**src/rtl/tlbx_pkg.sv**
```systemverilog
`timescale 1ns/1ps
package tlbx_pkg;
    parameter int VA_W      = 32;
    parameter int ASID_W    = 8;
    parameter int PFN_W     = 24;
    parameter int SHIFT_W   = 5;
    parameter int PAGE_BITS = 12;
    parameter int VPN_LSB   = 11;
    localparam int VPN_W    = VA_W - VPN_LSB;
    localparam int PA_W     = PFN_W + PAGE_BITS;

    typedef enum logic [2:0] {
        FLT_NONE     = 3'd0,
        FLT_ADDR     = 3'd1,
        FLT_REFILL   = 3'd2,
        FLT_INVALID  = 3'd3,
        FLT_MODIFIED = 3'd4
    } fault_e;

    typedef struct packed {
        logic [VPN_W-1:0]  vpn;
        logic [VPN_W-1:0]  mask;
        logic [ASID_W-1:0] asid;
        logic              glob;
    } key_t;

    typedef struct packed {
        logic [SHIFT_W-1:0] shift;
        logic [PFN_W-1:0]   pfn0;
        logic [PFN_W-1:0]   pfn1;
        logic               v0;
        logic               v1;
        logic               d0;
        logic               d1;
    } data_t;
endpackage

```
**src/rtl/tlbx_store.sv**
```systemverilog
`timescale 1ns/1ps
module tlbx_store
    import tlbx_pkg::*;
#(
    parameter int DEPTH = 16,
    localparam int IDX_W = $clog2(DEPTH)
) (
    input  logic                   clk,
    input  logic                   rst_n,
    input  logic                   wr_en_i,
    input  logic [IDX_W-1:0]       wr_idx_i,
    input  key_t                   wr_key_i,
    input  data_t                  wr_data_i,
    output key_t  [DEPTH-1:0]      keys_o,
    output data_t [DEPTH-1:0]      data_o
);
    for (genvar g = 0; g < DEPTH; g++) begin : g_slot
        always_ff @(posedge clk or negedge rst_n) begin
            if (!rst_n) begin
                keys_o[g] <= '0;
                data_o[g] <= '0;
            end else if (wr_en_i && (wr_idx_i == IDX_W'(g))) begin
                keys_o[g] <= wr_key_i;
                data_o[g] <= wr_data_i;
            end
        end
    end
endmodule

```
**src/rtl/tlbx_match.sv**
```systemverilog
`timescale 1ns/1ps
module tlbx_match
    import tlbx_pkg::*;
#(
    parameter int DEPTH = 16,
    localparam int IDX_W = $clog2(DEPTH)
) (
    input  key_t [DEPTH-1:0]   keys_i,
    input  logic [VPN_W-1:0]   vpn_i,
    input  logic [ASID_W-1:0]  asid_i,
    output logic               hit_o,
    output logic [IDX_W-1:0]   idx_o
);
    logic [DEPTH-1:0] match_v;

    for (genvar g = 0; g < DEPTH; g++) begin : g_cmp
        logic tag_eq;
        logic id_ok;
        assign tag_eq = (((vpn_i ^ keys_i[g].vpn) & ~keys_i[g].mask) == '0);
        assign id_ok  = keys_i[g].glob || (asid_i == keys_i[g].asid);
        assign match_v[g] = tag_eq && id_ok;
    end

    // lowest index wins: scan from the top so the last write is the lowest
    always_comb begin
        hit_o = 1'b0;
        idx_o = '0;
        for (int i = DEPTH - 1; i >= 0; i--) begin
            if (match_v[i]) begin
                hit_o = 1'b1;
                idx_o = IDX_W'(i);
            end
        end
    end
endmodule

```
**src/rtl/tlbx_xlate.sv**
```systemverilog
`timescale 1ns/1ps
module tlbx_xlate
    import tlbx_pkg::*;
(
    input  logic [VA_W-1:0] va_i,
    input  logic [1:0]      size_i,
    input  logic            write_i,
    input  logic            fetch_i,
    input  logic            kernel_i,
    input  logic            hit_i,
    input  data_t           data_i,
    output fault_e          fault_o,
    output logic [PA_W-1:0] pa_o
);
    localparam int SEG_LO = VA_W - 3;

    logic [VA_W-1:0] align_mask;
    logic            misaligned;
    logic            in_cached;
    logic            in_uncached;
    logic            odd_page;
    logic            page_valid;
    logic            page_dirty;
    logic [PA_W-1:0] off_mask;
    logic [PA_W-1:0] frame_base;
    logic [PA_W-1:0] mapped_pa;
    logic [PA_W-1:0] direct_pa;

    always_comb begin
        align_mask  = (VA_W'(1) << size_i) - VA_W'(1);
        misaligned  = |(va_i & align_mask);
        in_cached   = (va_i[VA_W-1 -: 3] == 3'b100);
        in_uncached = (va_i[VA_W-1 -: 3] == 3'b101);
        odd_page    = va_i[data_i.shift];
        page_valid  = odd_page ? data_i.v1 : data_i.v0;
        page_dirty  = odd_page ? data_i.d1 : data_i.d0;
        off_mask    = (PA_W'(1) << data_i.shift) - PA_W'(1);
        frame_base  = {(odd_page ? data_i.pfn1 : data_i.pfn0), {PAGE_BITS{1'b0}}};
        mapped_pa   = (frame_base & ~off_mask) | (PA_W'(va_i) & off_mask);
        direct_pa   = PA_W'(va_i[SEG_LO-1:0]);
    end

    // priority: address error, refill, invalid, modified
    always_comb begin
        fault_o = FLT_NONE;
        pa_o    = '0;
        if (in_cached) begin
            if (!kernel_i || misaligned) fault_o = FLT_ADDR;
            else                         pa_o    = direct_pa;
        end else if (in_uncached) begin
            pa_o = direct_pa;
        end else if (misaligned) begin
            fault_o = FLT_ADDR;
        end else if (!hit_i) begin
            fault_o = FLT_REFILL;
        end else if (!page_valid) begin
            fault_o = FLT_INVALID;
        end else if (write_i && !fetch_i && !page_dirty) begin
            fault_o = FLT_MODIFIED;
        end else begin
            pa_o = mapped_pa;
        end
    end
endmodule

```
**src/rtl/tlbx_pair_tlb.sv**
```systemverilog
`timescale 1ns/1ps
module tlbx_pair_tlb
    import tlbx_pkg::*;
#(
    parameter int DEPTH = 16,
    localparam int IDX_W = $clog2(DEPTH)
) (
    input  logic               clk,
    input  logic               rst_n,
    input  logic               req_valid,
    input  logic [VA_W-1:0]    req_va,
    input  logic [1:0]         req_size,
    input  logic [ASID_W-1:0]  req_asid,
    input  logic               req_write,
    input  logic               req_fetch,
    input  logic               req_kernel,
    input  logic               small_pages,
    input  logic               wr_en,
    input  logic [IDX_W-1:0]   wr_idx,
    input  logic [VPN_W-1:0]   wr_vpn,
    input  logic [VPN_W-1:0]   wr_mask,
    input  logic [ASID_W-1:0]  wr_asid,
    input  logic               wr_global,
    input  logic [SHIFT_W-1:0] wr_shift,
    input  logic [PFN_W-1:0]   wr_pfn0,
    input  logic [PFN_W-1:0]   wr_pfn1,
    input  logic               wr_v0,
    input  logic               wr_v1,
    input  logic               wr_d0,
    input  logic               wr_d1,
    input  logic               probe_valid,
    input  logic [VPN_W-1:0]   probe_vpn,
    input  logic [ASID_W-1:0]  probe_asid,
    output logic               rsp_valid,
    output logic [2:0]         rsp_fault,
    output logic [PA_W-1:0]    rsp_pa,
    output logic [VA_W-1:0]    rsp_va,
    output logic [VPN_W-1:0]   rsp_vpn,
    output logic [ASID_W-1:0]  rsp_asid,
    output logic               rsp_write,
    output logic               probe_done,
    output logic               probe_miss,
    output logic [IDX_W-1:0]   probe_idx
);
    key_t  [DEPTH-1:0] keys;
    data_t [DEPTH-1:0] datas;
    key_t              wr_key;
    data_t             wr_data;
    logic [VPN_W-1:0]  lookup_vpn;
    logic              l_hit;
    logic [IDX_W-1:0]  l_idx;
    logic              p_hit;
    logic [IDX_W-1:0]  p_idx;
    fault_e            x_fault;
    logic [PA_W-1:0]   x_pa;
    fault_e            fault_q;

    assign wr_key  = '{vpn: wr_vpn, mask: wr_mask, asid: wr_asid, glob: wr_global};
    assign wr_data = '{shift: wr_shift, pfn0: wr_pfn0, pfn1: wr_pfn1,
                       v0: wr_v0, v1: wr_v1, d0: wr_d0, d1: wr_d1};

    assign lookup_vpn = small_pages ? req_va[VA_W-1:VPN_LSB]
                                    : {req_va[VA_W-1:VPN_LSB+2], 2'b00};

    tlbx_store #(.DEPTH(DEPTH)) u_store (
        .clk(clk), .rst_n(rst_n), .wr_en_i(wr_en), .wr_idx_i(wr_idx),
        .wr_key_i(wr_key), .wr_data_i(wr_data), .keys_o(keys), .data_o(datas)
    );

    tlbx_match #(.DEPTH(DEPTH)) u_lookup_match (
        .keys_i(keys), .vpn_i(lookup_vpn), .asid_i(req_asid),
        .hit_o(l_hit), .idx_o(l_idx)
    );

    tlbx_match #(.DEPTH(DEPTH)) u_probe_match (
        .keys_i(keys), .vpn_i(probe_vpn), .asid_i(probe_asid),
        .hit_o(p_hit), .idx_o(p_idx)
    );

    tlbx_xlate u_xlate (
        .va_i(req_va), .size_i(req_size), .write_i(req_write),
        .fetch_i(req_fetch), .kernel_i(req_kernel), .hit_i(l_hit),
        .data_i(datas[l_idx]), .fault_o(x_fault), .pa_o(x_pa)
    );

    always_ff @(posedge clk or negedge rst_n) begin
        if (!rst_n) begin
            rsp_valid  <= 1'b0;
            fault_q    <= FLT_NONE;
            rsp_pa     <= '0;
            rsp_va     <= '0;
            rsp_vpn    <= '0;
            rsp_asid   <= '0;
            rsp_write  <= 1'b0;
            probe_done <= 1'b0;
            probe_miss <= 1'b0;
            probe_idx  <= '0;
        end else begin
            rsp_valid  <= req_valid;
            probe_done <= probe_valid;
            if (req_valid) begin
                fault_q   <= x_fault;
                rsp_pa    <= x_pa;
                rsp_va    <= req_va;
                rsp_vpn   <= lookup_vpn;
                rsp_asid  <= req_asid;
                rsp_write <= req_write && !req_fetch;
            end
            if (probe_valid) begin
                probe_miss <= !p_hit;
                probe_idx  <= p_hit ? p_idx : '0;
            end
        end
    end

    assign rsp_fault = fault_q;


    fault_clears_pa_chk: assert property (@(posedge clk) disable iff (!rst_n)
        (rsp_valid && fault_q != FLT_NONE) |-> (rsp_pa == '0));


    rsp_timing_chk: assert property (@(posedge clk) disable iff (!rst_n)
        req_valid |=> rsp_valid);


    rsp_idle_chk: assert property (@(posedge clk) disable iff (!rst_n)
        !req_valid |=> !rsp_valid);


    fetch_clean_chk: assert property (@(posedge clk) disable iff (!rst_n)
        (req_valid && req_fetch) |=> (fault_q != FLT_MODIFIED));


    uncached_pass_chk: assert property (@(posedge clk) disable iff (!rst_n)
        (req_valid && req_va[VA_W-1 -: 3] == 3'b101) |=>
        (fault_q == FLT_NONE && rsp_pa == PA_W'($past(req_va[VA_W-4:0]))));


    mapped_misalign_chk: assert property (@(posedge clk) disable iff (!rst_n)
        (req_valid && req_va[0] && req_size != 2'd0 && req_va[VA_W-1 -: 2] != 2'b10)
        |=> (fault_q == FLT_ADDR));


    probe_timing_chk: assert property (@(posedge clk) disable iff (!rst_n)
        probe_valid |=> probe_done);
endmodule

```
**config.mk**
```make
export PLATFORM = sky130hd
export DESIGN_NAME = tlbx_pair_tlb
export DESIGN_NICKNAME = d
export VERILOG_FILES = /design/src/rtl/tlbx_pkg.sv /design/src/rtl/tlbx_store.sv /design/src/rtl/tlbx_match.sv /design/src/rtl/tlbx_xlate.sv /design/src/rtl/tlbx_pair_tlb.sv
export SDC_FILE = /design/constraint.sdc
export NUM_CORES = 2
export LEC_CHECK = 0
export ABC_AREA = 1
export CAP_MARGIN = 20
export CORE_MARGIN = 4
export CORE_UTILIZATION = 55
export CTS_CLUSTER_SIZE = 16
export DETAILED_ROUTE_END_ITERATION = 6
export PLACE_DENSITY = 0.73
export SLEW_MARGIN = 40
export SYNTH_ARGS = -nofsm -noshare
export SYNTH_HDL_FRONTEND = slang
export SYNTH_SLANG_ARGS = --single-unit
```
**constraint.sdc**
```tcl
create_clock -name clk -period 11.9 [get_ports clk]
set_clock_uncertainty 0.2 [all_clocks]
set_input_delay 1.19 -clock clk [delete_from_list [all_inputs] [get_ports clk]]
set_output_delay 1.19 -clock clk [all_outputs]
set_load 0.02 [all_outputs]
```
=== Yosys cells after proc, flatten, opt, wreduce, memory -nomap -nowiden ===
Index checks and enable logic that the tools add are counted.

* Flip-flop bits (word level): 1836
* Input port bits: 192
* Output and inout bits: 108
* Word-level logic and storage cells: 534

* Add/subtract/negate cells: 2
* Magnitude comparators: 2
* Equal/unequal tests: 49
* Shifts and indexed selects: 2
* Muxes and demuxes: 87
* Bitwise gates (word level): 85
* Reductions and logical operators: 121

{| class="wikitable"
|+ Operators by type and width
! cell !! count
|-
| $and A21 B21 Y21 || 32
|-
| $logic_not A21 Y1 || 32
|-
| $xor A21 B21 Y21 || 32
|-
| $not A21 Y21 || 16
|-
| $eq A8 B8 Y1 || 32
|-
| $bmux W57 S4 || 1
|-
| $mux W36 || 6
|-
| $mux W4 || 33
|-
| $mux W57 || 1
|-
| $logic_and A1 B1 Y1 || 50
|-
| $and A32 B36 Y36 || 1
|-
| $and A36 B36 Y36 || 1
|-
| $mux W1 || 36
|-
| $not A36 Y36 || 1
|-
| $or A36 B36 Y36 || 1
|-
| $shl A1 B5 Y36 const A || 1
|-
| $sub A36 B2 Y36 const B || 1
|-
| $logic_or A1 B1 Y1 || 33
|-
| $and A32 B32 Y32 || 1
|-
| $eq A4 B4 Y1 const B || 8
|-
| $reduce_or A32 Y1 || 1
|-
| $shl A1 B2 Y32 const A || 1
|-
| $sub A32 B2 Y32 const B || 1
|-
| $mux W29 || 1
|-
| other kinds (12) || 25
|}

=== Depth between registers and ports, before layout ===
* Word-level depth: 34
* Gate-level depth with buffers: 50

=== Hierarchy ===
A second synthesis with hierarchy kept.

* Cell total of the unflattened synthesis: 14125
* Area total of the unflattened synthesis: 102069.1 sq um

{| class="wikitable"
|+ Modules (own cells, without submodules)
! module !! times used !! cells an instance !! area each (sq um) !! sequential area each (sq um)
|-
| tlbx_store || 1 || 7871 || 68449.4 || 43241.5
|-
| tlbx_match || 2 || 1319 || 7648.6 || 0.0
|-
| tlbx_pair_tlb || 1 || 2973 || 15020.7 || 2227.1
|-
| tlbx_xlate || 1 || 643 || 3301.9 || 0.0
|}

=== Worst setup path after synthesis ===
Ideal clock, no wire load.

* Kind: input-to-reg
* From: input port small_pages
* To: register rsp_pa[14]
* Setup time: 0.117 ns
* Arrival time: 4.892 ns
* Slack: 6.691 ns
* Cell stages on the path: 37
* Buffers on the path: 6
* Cells stage by stage: buf_2 > nand2_2 > buf_6 > inv_2 > buf_6 > nor2_1 > nor2_1 > a221oi_1 > o21ai_1 > nor4_4 > nor2_1 > o21ai_0 > nand2_2 > inv_2 > buf_6 > buf_6 > nand3_1 > nand3_1 > nand3_1 > nand2_4 > inv_4 > buf_4 > nand3_1 > ha_1 > nand2_1 > nor2_4 > nand2_1 > nor2_2 > nand2_1 > nand2_1 > nand2_1 > nor2_1 > nor2_1 > nand2_1 > nand2_1 > nand2_1 > nand2_1

* Word-level cells in the longest chain between the ends: 34
* Elaborated cells between the ends (all ways): 118
* Those cells by class: 1 x add/sub; 1 x shift; 46 x mux; 36 x bitwise; 34 x reduce/logical

{| class="wikitable"
|+ RTL lines
! what !! line !! text
|-
| from (decl) || tlbx_pair_tlb.sv:17 || <nowiki>input logic small_pages,</nowiki>
|-
| $mux W2 (*) || tlbx_pair_tlb.sv:62 || <nowiki>assign lookup_vpn = small_pages ? req_va[VA_W-1:VPN_LSB]</nowiki>
|-
| $xor A21 B21 Y21 || tlbx_match.sv:19 || <nowiki>assign tag_eq = (((vpn_i ^ keys_i[g].vpn) & ~keys_i[g].mask) == '0);</nowiki>
|-
| $and A21 B21 Y21 || tlbx_match.sv:19 ||
|-
| $logic_not A21 Y1 || tlbx_match.sv:19 ||
|-
| $logic_and A1 B1 Y1 || tlbx_match.sv:21 || <nowiki>assign match_v[g] = tag_eq && id_ok;</nowiki>
|-
| $mux W4 (16 in a row) || tlbx_match.sv:29 || <nowiki>if (match_v[i]) begin</nowiki>
|-
| $bmux W57 S4 || tlbx_pair_tlb.sv:83 || <nowiki>.data_i(datas[l_idx]), .fault_o(x_fault), .pa_o(x_pa)</nowiki>
|-
| $mux W57 (implied by the code) || tlbx_pair_tlb.sv:83 ||
|-
| [3 not listed] || - ||
|-
| $and A36 B36 Y36 / $logic_not A1 Y1 (equally long branches) || tlbx_xlate.sv:39, tlbx_xlate.sv:58 ||
|-
| $or A36 B36 Y36 / $logic_and A1 B1 Y1 (equally long branches) || tlbx_xlate.sv:39, tlbx_xlate.sv:58 ||
|-
| $mux W36 || tlbx_xlate.sv:58 || <nowiki>end else if (write_i && !fetch_i && !page_dirty) begin</nowiki>
|-
| $mux W36 || tlbx_xlate.sv:56 || <nowiki>end else if (!page_valid) begin</nowiki>
|-
| $mux W36 (*) || tlbx_xlate.sv:54 || <nowiki>end else if (!hit_i) begin</nowiki>
|-
| $mux W36 (*) || tlbx_xlate.sv:52 || <nowiki>end else if (misaligned) begin</nowiki>
|-
| $mux W36 (*) || tlbx_xlate.sv:50 || <nowiki>end else if (in_uncached) begin</nowiki>
|-
| $mux W36 (*) || tlbx_xlate.sv:47 || <nowiki>if (in_cached) begin</nowiki>
|-
| to (signal assigned) || tlbx_pair_tlb.sv:103 || <nowiki>rsp_pa <= x_pa;</nowiki>
|-
| to (decl) || tlbx_pair_tlb.sv:36 || <nowiki>output logic [PA_W-1:0] rsp_pa,</nowiki>
|}

Mark *: on every way between the ends. The rest lies on a longest branch, timed or not. The select of a mux whose other input is x is not followed.
A chain may end at the register's enable or synchronous reset.

=== Final worst setup path ===
* From: input port req_va[15]
* To: register rsp_pa[35]

* Word-level cells in the longest chain between the ends: 33
* Elaborated cells between the ends (all ways): 119
* Those cells by class: 1 x add/sub; 1 x shift; 45 x mux; 37 x bitwise; 35 x reduce/logical

{| class="wikitable"
|+ RTL lines
! what !! line !! text
|-
| from (decl) || tlbx_pair_tlb.sv:11 || <nowiki>input logic [VA_W-1:0] req_va,</nowiki>
|-
| $xor A21 B21 Y21 || tlbx_match.sv:19 ||
|-
| $and A21 B21 Y21 || tlbx_match.sv:19 ||
|-
| $logic_not A21 Y1 || tlbx_match.sv:19 ||
|-
| $logic_and A1 B1 Y1 || tlbx_match.sv:21 ||
|-
| $mux W4 (16 in a row) || tlbx_match.sv:29 ||
|-
| $bmux W57 S4 || tlbx_pair_tlb.sv:83 ||
|-
| $mux W57 (implied by the code) || tlbx_pair_tlb.sv:83 ||
|-
| $shl A1 B5 Y36 / $bmux W1 S5 (equally long branches) || tlbx_xlate.sv:37, tlbx_xlate.sv:34 ||
|-
| [2 not listed] || - ||
|-
| $and A36 B36 Y36 / $logic_not A1 Y1 (equally long branches) || tlbx_xlate.sv:39, tlbx_xlate.sv:58 ||
|-
| $or A36 B36 Y36 / $logic_and A1 B1 Y1 (equally long branches) || tlbx_xlate.sv:39, tlbx_xlate.sv:58 ||
|-
| $mux W36 || tlbx_xlate.sv:58 ||
|-
| $mux W36 || tlbx_xlate.sv:56 ||
|-
| $mux W36 || tlbx_xlate.sv:54 ||
|-
| $mux W36 (*) || tlbx_xlate.sv:52 ||
|-
| $mux W36 (*) || tlbx_xlate.sv:50 ||
|-
| $mux W36 (*) || tlbx_xlate.sv:47 ||
|}

Marked as above.

==> results.md <==
- Run status: finished clean
- Final setup vio count: 0
- Most common library cell in the layout ignoring fill and taps: sky130_fd_sc_hd__nand2_1
- Number of antenna violations at the first check in global routing: 17
- Horiz. Die Dim: 413 um
- Worst Setup Path Type: in -> reg
- Clock latency reported for the late side of the worst-skew pair: 0.86 ns
- Cell occurring most often along the worst timing path: sky130_fd_sc_hd__nand2_1
- Pre-antenna DRT Iters: 6
- Synthesis Warnings: 0
- Async set-or-reset flop fraction in the synthesized netlist: 1.00
- Number of buffers added for setup after CTS: 0
- CP max FO: 49
- Via count: 83900
- Number of design-rule violations left by the first detailed-router iteration: 12700
- Synth Area per Inst: 7.88 sq um
- Initial Utilization: 0.553
- Minimum period implied by the final worst setup slack: 8.88 ns
- Share of cells above drive strength 1: 0.0568
- Root buf cell: sky130_fd_sc_hd__clkbuf_16
- Actual transition at the worst max-transition pin: 1.05 ns
- Synth Register Bits: 1817
- Most used cells in the layout excluding fill and tap cells: sky130_fd_sc_hd__nand2_1, sky130_fd_sc_hd__o21ai_0, sky130_fd_sc_hd__dfrtp_1
- Clock buffers created by TritonCTS: 192
- Post-DP HPWL: 226 mm
- Distinct cells, synth: about 70
- Share of the core filled with cells in the final layout: 0.618
- # DRC: 0
- Sum of overflow across all layers after global routing: 0
- Routed WL per cell: 25.4 um
- Logic depth of the worst register-to-register path: 26
- Arrival time of data at the critical path endpoint: approximately 9.5 ns
- LEAKAGE: approximately 46 nW
- Antenna-violating nets left: 0
- Worst setup slack for register-to-register paths: 4.34 ns
- DIE HEIGHT: 413 um
- Cell types occupying the most area after synthesis: sky130_fd_sc_hd__dfrtp_1, sky130_fd_sc_hd__nand2_1, sky130_fd_sc_hd__o21ai_0
- Clock-pin slew of the registers on the worst-case setup and hold paths: 0.06 ns
- Critical register-to-register path endpoint: rsp_pa[35]$_DFFE_PN0P_
- Leading area contributor after synthesis: sky130_fd_sc_hd__dfrtp_1
- Max-cap violation count: 0
- Number of endpoints with negative hold slack in the final report: 0
- Max incr delay on CP: around 0.99 ns
- Final critical-path share of the clock period: 0.746
- Last weighted congestion value of the routability-driven placer: 1.08
- Post-detailed-route via-to-cell ratio: just over 6
- Startpoint of the most critical register-to-register path: u_store.keys_o[549]$_DFFE_PN0P_
- Clk sink count: 1817
- Startpoint type of the worst setup path: input port
- Quantity of gates resized following cts: 0
- Max-slew violation count: 0
- RSZ-0062 raised after global routing: no
- Number of H-tree branching levels: 4
- Portion of synthesized cell area occupied by the leading cell type: 0.505
- Type of the most critical hold path: reg -> reg
- Site Rows: roughly 150
- Commonest register cell after synthesis: sky130_fd_sc_hd__dfrtp_1
- Nets: between 10000 and 15000
- Std-Cell Core Area: 163000 sq um
- Die area: between 150000 and 200000 sq um
- CTS max path bufs: 3
- Number of port buffers: 299
- Data required time of the critical path: 12.47 ns
- Last element of the critical path: rsp_pa[35]$_DFFE_PN0P_
- Slowest library cell on the worst path: sky130_fd_sc_hd__clkdlybuf4s50_1
- Clock tree from TritonCTS: yes
- Wire length of the first global-routing pass: approximately 510 mm
- Element type at the critical path end: flop
- Worst supply voltage drop on vdd: between 0.00015 and 0.0002 V
- Slew HR: 0.295
- GRT Overall Usage: 0.398
- Total negative slack: 0 ns
- Net count after synthesis: 11600
- Post-cts hold buffer count: 0
- Number of ports placed on the die boundary: 300
- Proportion of synthesized chip area in sequential cells: 0.505
- Fmax achieved: 113 MHz
- Pin count of the biggest net entering global routing: 165
- Number of global-route vias before repair: 76500
- DRT Wirelength: 344 mm
- Critical Path Source: req_va[15]
- Syn Inst Count: 11400
- Relative area change from synthesis to final layout: 11.7%
- Pwr/cell area: roughly 190 nW/um^2
- Area of the mapped netlist: around 90000 sq um
- Number of flops mapped to enable cells by yosys: 0
## registers in the layout (all words and copies together), names as in the netlist
register,cells
probe_done,1
probe_idx,4
probe_miss,1
rsp_asid,8
rsp_fault,3
rsp_pa,36
rsp_va,32
rsp_valid,1
rsp_vpn,2
rsp_write,1
u_store.data_o,912
u_store.keys_o,816
## Yosys cell counts, drive strengths merged (22+ instances only)
master  count
xnor2     145
o21ai    2388
clkbuf    611
dfrtp    1817
a32o       66
o211ai     62
nand3b     33
inv       558
nand3     536
a21oi     781
nor2      378
a31oi      38
nor3       22
nor3b      25
nor4       27
nand4     146
nand2    3331
or2        24
buf       279
## worst min-delay path by stage
stage / depth (start not counted) / endpoint / from / slack [ns]
after floorplan: 2 / u_store.data_o[110]$_DFFE_PN0P_ / u_store.data_o[110]$_DFFE_PN0P_ / 0.24
after global placement: 2 / rsp_va[7]$_DFFE_PN0P_ / rsp_va[7]$_DFFE_PN0P_ / 0.26
after detailed placement: 2 / rsp_va[7]$_DFFE_PN0P_ / rsp_va[7]$_DFFE_PN0P_ / 0.26
after CTS: 1 / u_store.keys_o[461]$_DFFE_PN0P_ / rst_n / 0.08
after global routing: 2 / u_store.data_o[308]$_DFFE_PN0P_ / u_store.data_o[308]$_DFFE_PN0P_ / 0.30
final: 2 / rsp_va[7]$_DFFE_PN0P_ / rsp_va[7]$_DFFE_PN0P_ / 0.28
## cell type report
type                    count  area [sq um]
fillers                 14200         62200
flip-flops and latches   1817         45500
multi-input cells        8154         38800
clock buffers             279          5670
repair buffers            463          4810
well taps                2175          2720
inverters                 564          2140
clock inverters            70           897
diodes                      9          22.5
## worst max-delay path, delay by kind of cell
kind,cells,cell delay (ns)
AOI/OAI and AO/OA,3,1.16
buffers and inverters,5,2.81
and+or+nand+nor,18,4.13
## report_power, final
group	internal [mW]	leakage (nW)	switching [mW]
Clock	3.60	3.23	2.64
Sequential	7.43	22.9	0.924
Combinational	1.44	19.6	2.68
## stage by stage
stage	worst slack, ns	instance area [sq um]	power [mW]	hold WS (ns)	std cells
after floorplan	6.69	90000	10.7	0.244	11400
after global placement	2.35	93300	12.2	0.259	13200
after detailed placement	2.39	93700	12.4	0.263	13200
after CTS	3.23	100000	18.6	0.0775	13500
after global routing	2.82	101000	19.6	0.299	13500
final	3.02	101000	18.7	0.279	13500
## metal layers
metal	vias to the layer above	share of wire	GRT usage	wire [um]
met5	-	0.000076	0	26
met4	4	0.085	0.281	29300
met3	994	0.11	0.0855	36800
met2	4800	0.43	0.580	147000
met1	40400	0.38	0.531	131000
li1	37700	-	-	-
## kinds of logic after synthesis
kind of cell	count (synthesis)	synth area share
buffers and inverters	1454	0.0685
AOI/OAI and AO/OA	3459	0.203
xor gates and xnor gates	163	0.0159
muxes	1	0.000111
DFF	1817	0.505
and+or+nand+nor	4530	0.207
adders and majority gates	1	0.000139
No activity file was read; power rests on OpenSTA's default activity.
